`src/rtl/burst_pkg.sv`:
```
package burst_pkg;
  typedef enum logic {
    ORD_LINEAR     = 1'b0,
    ORD_INTERLEAVE = 1'b1
  } burst_ord_e;
endpackage

```
`src/rtl/burst_base_reg.sv`:
```
module burst_base_reg
  import burst_pkg::*;
#(
  parameter int ADDR_W = 20
) (
  input  logic              clk_i,
  input  logic              rst_ni,
  input  logic              load_i,
  input  logic [ADDR_W-1:0] addr_i,
  input  logic              order_i,
  output logic [ADDR_W-1:0] base_o,
  output burst_ord_e        mode_o
);
  always_ff @(posedge clk_i or negedge rst_ni) begin
    if (!rst_ni) begin
      base_o <= '0;
      mode_o <= ORD_INTERLEAVE;
    end else if (load_i) begin
      base_o <= addr_i;
      mode_o <= burst_ord_e'(order_i);
    end
  end

  assert_load_R2: assert property (@(posedge clk_i) disable iff (!rst_ni)
    load_i |=> base_o == $past(addr_i));
  assert_mode_hold_R8: assert property (@(posedge clk_i) disable iff (!rst_ni)
    !load_i |=> $stable(mode_o));
endmodule

```
`src/rtl/burst_beat_ctr.sv`:
```
module burst_beat_ctr #(
  parameter int BURST_W = 2
) (
  input  logic               clk_i,
  input  logic               rst_ni,
  input  logic               load_i,
  input  logic               step_i,
  output logic [BURST_W-1:0] beat_o,
  output logic               burst_o
);
  always_ff @(posedge clk_i or negedge rst_ni) begin
    if (!rst_ni) begin
      beat_o  <= '0;
      burst_o <= 1'b0;
    end else if (load_i) begin
      beat_o  <= '0;
      burst_o <= 1'b0;
    end else if (step_i) begin
      beat_o  <= beat_o + 1'b1;
      burst_o <= 1'b1;
    end
  end

  assert_step_R6: assert property (@(posedge clk_i) disable iff (!rst_ni)
    step_i && !load_i |=> beat_o == BURST_W'($past(beat_o) + 1'b1));
  assert_idle_R7: assert property (@(posedge clk_i) disable iff (!rst_ni)
    !step_i && !load_i |=> $stable(beat_o) && $stable(burst_o));
endmodule

```
`src/rtl/burst_order_map.sv`:
```
module burst_order_map
  import burst_pkg::*;
#(
  parameter int BURST_W = 2
) (
  input  logic [BURST_W-1:0] start_i,
  input  logic [BURST_W-1:0] beat_i,
  input  burst_ord_e         mode_i,
  output logic [BURST_W-1:0] low_o
);
  logic [BURST_W-1:0] lin_low;
  logic [BURST_W-1:0] ilv_low;

  genvar g;
  generate
    for (g = 0; g < BURST_W; g++) begin : g_ilv
      assign ilv_low[g] = start_i[g] ^ beat_i[g];
    end
  endgenerate

  assign lin_low = start_i + beat_i;
  assign low_o   = (mode_i == ORD_INTERLEAVE) ? ilv_low : lin_low;
endmodule

```
`src/rtl/burst_addr_ctr.sv`:
```
module burst_addr_ctr
  import burst_pkg::*;
#(
  parameter int ADDR_W  = 20,
  parameter int BURST_W = 2
) (
  input  logic              clk_i,
  input  logic              rst_ni,
  input  logic              stall_i,
  input  logic              adv_i,
  input  logic              order_i,
  input  logic [ADDR_W-1:0] addr_i,
  output logic [ADDR_W-1:0] addr_o,
  output logic              burst_o
);
  localparam int HI_W = ADDR_W - BURST_W;

  logic               load;
  logic               step;
  logic [ADDR_W-1:0]  base;
  burst_ord_e         mode;
  logic [BURST_W-1:0] beat;
  logic [BURST_W-1:0] low;

  assign load = !stall_i && !adv_i;
  assign step = !stall_i && adv_i;

  burst_base_reg #(.ADDR_W(ADDR_W)) u_base (
    .clk_i  (clk_i),
    .rst_ni (rst_ni),
    .load_i (load),
    .addr_i (addr_i),
    .order_i(order_i),
    .base_o (base),
    .mode_o (mode)
  );

  burst_beat_ctr #(.BURST_W(BURST_W)) u_beat (
    .clk_i  (clk_i),
    .rst_ni (rst_ni),
    .load_i (load),
    .step_i (step),
    .beat_o (beat),
    .burst_o(burst_o)
  );

  burst_order_map #(.BURST_W(BURST_W)) u_map (
    .start_i(base[BURST_W-1:0]),
    .beat_i (beat),
    .mode_i (mode),
    .low_o  (low)
  );

  assign addr_o = {base[ADDR_W-1:BURST_W], low};

  assert_upper_hold_R3: assert property (@(posedge clk_i) disable iff (!rst_ni)
    step |=> addr_o[ADDR_W-1 -: HI_W] == $past(addr_o[ADDR_W-1 -: HI_W]));
  assert_stall_R7: assert property (@(posedge clk_i) disable iff (!rst_ni)
    stall_i |=> $stable(addr_o) && $stable(burst_o));
  assert_load_out_R2: assert property (@(posedge clk_i) disable iff (!rst_ni)
    load |=> addr_o == $past(addr_i) && !burst_o);
  assert_burst_fall_R9: assert property (@(posedge clk_i) disable iff (!rst_ni)
    $fell(burst_o) |-> $past(load));
endmodule

```
`config.mk`:
```
export PLATFORM = sky130hd
export DESIGN_NAME = burst_addr_ctr
export DESIGN_NICKNAME = d
export VERILOG_FILES = /design/src/rtl/burst_pkg.sv /design/src/rtl/burst_base_reg.sv /design/src/rtl/burst_beat_ctr.sv /design/src/rtl/burst_order_map.sv /design/src/rtl/burst_addr_ctr.sv
export SDC_FILE = /design/constraint.sdc
export NUM_CORES = 1
export LEC_CHECK = 0
export BUFFER_PORTS_ARGS = -buffer_cell sky130_fd_sc_hd__buf_2
export CAP_MARGIN = 5
export CORE_MARGIN = 2
export CORE_UTILIZATION = 40
export CTS_BUF_LIST = sky130_fd_sc_hd__clkbuf_4
export DETAILED_ROUTE_END_ITERATION = 7
export PLACE_DENSITY = 0.73
export REMOVE_ABC_BUFFERS = 1
export SYNTH_ARGS = -nofsm -noshare
export SYNTH_HDL_FRONTEND = slang
export SYNTH_SLANG_ARGS = --single-unit
```
`constraint.sdc`:
```
create_clock -name clk_i -period 1.1 [get_ports clk_i]
set_input_delay 0.22 -clock clk_i [delete_from_list [all_inputs] [get_ports clk_i]]
set_output_delay 0.22 -clock clk_i [all_outputs]
set_load 0.005 [all_outputs]
```
; ---- Word-level counts from Yosys, hierarchy flattened
; Index checks and enable logic that the tools add are counted.
[totals]
register_bits = 24
input_bits = 25
word_cells = 18
[op_classes]
n_reduce_logical = 5
n_mux = 5
addsub = 2
n_bitwise = 2
[op_table]
columns = op, n
row1 = $mux 2, 3
row2 = $add 2x1->2 const B, 1
row3 = $add 2x2->2, 1
row4 = $logic_and 1x1->1, 2
row5 = $logic_not 1->1, 2
row6 = $mux 1, 2
row7 = $reduce_bool 2->1, 1
row8 = $xor 1x1->1, 2

; ---- Depth between registers and ports, before layout
[logic_depth]
ltp_word = 4
depth_mapped = 3
mapped_depth_nobuf = 3

; ---- Modules after synthesis
; From an unflattened synthesis, not the netlist that was laid out.
[hier_totals]
cells_unflattened = 60
hier_area_um2 = 1031.0
[by_module_without_submodules]
columns = mod, cells_each, area_each_um2, n_inst
row1 = burst_base_reg, 44, 860.8, 1
row2 = burst_beat_ctr, 10, 121.4, 1
row3 = burst_order_map, 4, 36.3, 1
row4 = burst_addr_ctr, 2, 12.5, 1

; ---- Worst setup path before layout
; Ideal clock, no wire load.
[synth_path]
kind = register to output
start = register u_beat.beat_o[0]
end = output addr_o[1]
path_slack_ns = 0.036
path_stages_with_launch = 4
arrival_time_ns = 0.844
t_required_ns = 0.880
path_cell_list = dfrtp_1 > ha_1 > nor2b_1 > xnor2_1
[synth_via]
elab_chain_cells = 2
[synth_rtl]
columns = element, line
row1 = from (decl), burst_beat_ctr.sv:8  ; output logic [BURST_W-1:0] beat_o,
row2 = from (signal assigned), burst_beat_ctr.sv:19  ; beat_o <= beat_o + 1'b1;
row3 = $add 2x2->2, burst_order_map.sv:21  ; assign lin_low = start_i + beat_i;
row4 = $mux 2, burst_order_map.sv:22  ; assign low_o = (mode_i == ORD_INTERLEAVE) ? ilv_low : lin_low;
row5 = to (decl), burst_addr_ctr.sv:13  ; output logic [ADDR_W-1:0] addr_o,
; Every way passes these cells.

; ---- Worst setup path after layout
[layout_path]
start = register u_base.base_o[0]
end = output addr_o[1]
[layout_via]
elab_chain_cells = 2
[layout_rtl]
columns = element, line
row1 = from (decl), burst_base_reg.sv:11  ; output logic [ADDR_W-1:0] base_o,
row2 = from (signal assigned), burst_base_reg.sv:19  ; base_o <= addr_i;
row3 = $add 2x2->2, burst_order_map.sv:21
row4 = $mux 2, burst_order_map.sv:22
; Every way passes these cells.

==> impl_metrics.env <==
export IMPL_fin_tns_setup_ns=-0.631
export IMPL_synthMuxAreaShare_pct=26.9
export IMPL_syn_inst=79
export IMPL_drtAntennaViolNets=0
export IMPL_pwr_share_seq_pct=55.1
export IMPL_status="complete, but fails checks"
export IMPL_met3_usage_pct=2.90
export IMPL_yosysWarnings=0
export IMPL_grt_ovfl_total=0
export IMPL_critPathMaxStageDelay_ns=0.41
export IMPL_power_density_mw_per_mm2=1430
export IMPL_htree_levels=1
export IMPL_maxSlewViolCount=0
export IMPL_antenna_cells=0
export IMPL_period_minus_slack_ns=1.47
export IMPL_final_common_cell="buf_2"
export IMPL_place_inst=140
export IMPL_final_cell_mix="buf_2 (45), dfrtp_1 (23), mux2_4 (20)"
export IMPL_grt_pass1_vias=691
export IMPL_synth_adder_area_share_pct=1.08
export IMPL_fin_ws_ns=-0.370
export IMPL_num_io_pins=46
export IMPL_p_clk_share_pct=19.0
export IMPL_path_clk_slew_ns=0.13
export IMPL_path_cells="ha_2 -> nor2b_4 -> xnor2_1 -> buf_2"
export IMPL_syn_area_per_cell_um2=14.7
export IMPL_drc_errors=0
export IMPL_port_buffers=45
export IMPL_synth_seq_cells=24
export IMPL_grt_pass1_wl_mm=2.92
export IMPL_tightest_slew_ns=0.522
export IMPL_hpwlAfterDp_mm=1.38
export IMPL_path_class="reg2out"
export IMPL_cap_violations=0
export IMPL_synth_xor_area_share_pct=1.51
export IMPL_switchingPower_w=0.000484
export IMPL_critPathMaxFanout=2
export IMPL_die_x_um=57.8
export IMPL_synth_compound_area_share_pct=1.30
export IMPL_violations="setup timing"
export IMPL_worstHoldPathType="in2reg"
export IMPL_core_area_mm2=0.00276
export IMPL_synth_area_mm2=0.00116
export IMPL_cts_tree="done"
export IMPL_routed_via_count=674
export IMPL_fin_crit_sh_pct=134
export IMPL_cts_buffer_depth=2
export IMPL_ir_worst_vdd_uv=925
export IMPL_numCtsBuffers=3
export IMPL_synthSimpleGateAreaFrac_pct=3.67
export IMPL_antenna_found_initial=0
export IMPL_startpoint_type="register"
export IMPL_fmax_mhz=680
export IMPL_avgRoutedWirePerCell_um=12.3
export IMPL_drt_iter0_drc=2
export IMPL_synth_top_cell_by_area="dfrtp_1"
export IMPL_skew_ns=0.000177
export IMPL_grt_usage_pct=11.4
export IMPL_clock_sinks=24
export IMPL_met1_usage_pct=14.2
export IMPL_finalNonFillerCells=148
export IMPL_cp_data_arrival_time_ns=1.25
export IMPL_floorplan_initialDensity_pct=42.0
export IMPL_drt_first_pass_iters=2
export IMPL_clock_latency_ns=0.30
export IMPL_combPwrFrac_pct=25.9
export IMPL_critPathRequiredTime_ns=0.88
export IMPL_cts_root_buf="clkbuf_4"
export IMPL_synth_top_family_by_area="multiplexers"
export IMPL_setup_viol=2
export IMPL_slew_headroom_pct=65.2
export IMPL_internal_power_w=0.00149
export IMPL_p_leak_nw=0.712
export IMPL_synth_area_leaders="dfrtp_1 (50%), mux2_4 (26%), buf_4 (12%)"
export IMPL_critPathCaptureType="output port"
export IMPL_ys_seq_area_share_pct=51.9
export IMPL_grt_util_met2_pct=18.8
export IMPL_nets=144
export IMPL_globalplace_congestion=0.637
export IMPL_synth_top_area_share_pct=49.7
export IMPL_area_growth_pct=19.4
export IMPL_rows=19
export IMPL_die_area_mm2=0.00334
export IMPL_rsz0062_at_grt="true"
export IMPL_routed_via_density=4.55
export IMPL_cpMaxStageDelayCell="dfrtp_1"
export IMPL_drive_above_1_share_pct=69.2
export IMPL_totalWireLength_mm=1.83
export IMPL_grt_busiest_layer="met2"
export IMPL_grt_max_degree=25
export IMPL_synth_cell_type_count=13
export IMPL_die_h_um=57.8
export IMPL_hold_viol_final=0
export IMPL_switching_share_pct=24.6
==> through the flow <==
step / hold slack, ns / total power [W] / cell area [um^2] / setup WS [ns] / utilization [%]
2_1_floorplan: -0.0756 / 0.00135 / 1000 / -0.525 / -
3_3_place_gp: 0.220 / 0.00158 / 1320 / -0.0781 / 47.7
3_5_place_dp: 0.231 / 0.00159 / 1320 / -0.106 / 47.7
4_1_cts: 0.116 / 0.00199 / 1360 / -0.421 / 49.4
5_1_grt: 0.113 / 0.00208 / 1380 / -0.462 / 50.2
6_report: 0.133 / 0.00197 / 1380 / -0.370 / 50.2
==> worst paths after layout <==
kind | slack [ns] | start | cells past startpoint | end
worst max-delay path | -0.37 | u_base.base_o[0]$_DFFE_PN0P_ | 4 | addr_o[1]
worst min-delay path | 0.13 | addr_i[9] | 2 | u_base.base_o[9]$_DFFE_PN0P_
worst max register to register | 0.09 | u_base.base_o[0]$_DFFE_PN0P_ | 3 | u_base.base_o[0]$_DFFE_PN0P_
worst min register to register | 0.50 | u_beat.burst_o$_DFFE_PN0P_ | 2 | u_beat.burst_o$_DFFE_PN0P_
max in group asynchronous | 0.33 | rst_ni | 2 | u_base.mode_o$_DFFE_PN1P_
min in group asynchronous | 0.40 | rst_ni | 2 | u_base.base_o[9]$_DFFE_PN0P_
==> Yosys cell counts <==
master,count
dfrtp_1,23
mux2_4,20
buf_4,18
nand2_1,3
o21ai_0,3
buf_6,2
nand2b_1,2
nor2b_1,2
xnor2_1,2
dfstp_2,1
ha_1,1
mux2_2,1
nor2_2,1
==> critical path, delay by kind of cell, from the launching register on <==
| kind | cells | cell delay (ns) |
|---|---|---|
| XOR/XNOR | 1 | 0.11 |
| adder cells (fa/ha/maj) | 1 | 0.18 |
| buffers and inverters | 1 | 0.13 |
| flip-flops | 1 | 0.41 |
| AND/OR/NAND/NOR | 1 | 0.12 |
==> power by group through the flow <==
stage | clock [W] | combinational [W] | sequential, W
floorplan | 0 | 0.000242 | 0.00110
global placement | 0 | 0.000476 | 0.00110
detailed placement | 0 | 0.000490 | 0.00110
CTS | 0.000401 | 0.000496 | 0.00109
global route | 0.000424 | 0.000552 | 0.00110
finish | 0.000374 | 0.000511 | 0.00109
==> kinds of logic (layout without fill, tap and decap cells) <==
group / Yosys count / after routing
buffers and inverters: 20 / 58
adders and majority gates: 1 / 1
AOI/OAI and AO/OA: 3 / 3
xor gates and xnor gates: 2 / 2
DFF: 24 / 24
and+or+nand+nor: 8 / 8
muxes: 21 / 21
==> repair_timing <==
action                                  CTS  global route
pin swaps                                 2             2
endpoints found under the hold margin    23             0
endpoints found under the setup margin    2             6
resized for setup                         3             0
hold buffers                              1             0
buffers inserted                          0             3
==> layout make-up <==
class,count,area (um^2)
Clock buffer,3,22.5
Clock inverter,1,3.75
Timing Repair Buffer,54,308
Tap cell,31,38.8
Sequential cell,24,602
Fill cell,249,1370
Multi-Input combinational cell,35,409
==> state kept, by name, indices dropped and copies added (netlist names) <==
signal          count
u_beat.burst_o      1
u_base.base_o      20
u_beat.beat_o       2
u_base.mode_o       1
==> layer usage <==
metal | wire length, um | share of wire, %
met3 | 148 | 8.1
met1 | 772 | 42
met4 | 13 | 0.71
met5 | 0 | 0
met2 | 892 | 49
Power figures use the tool's default switching activity.
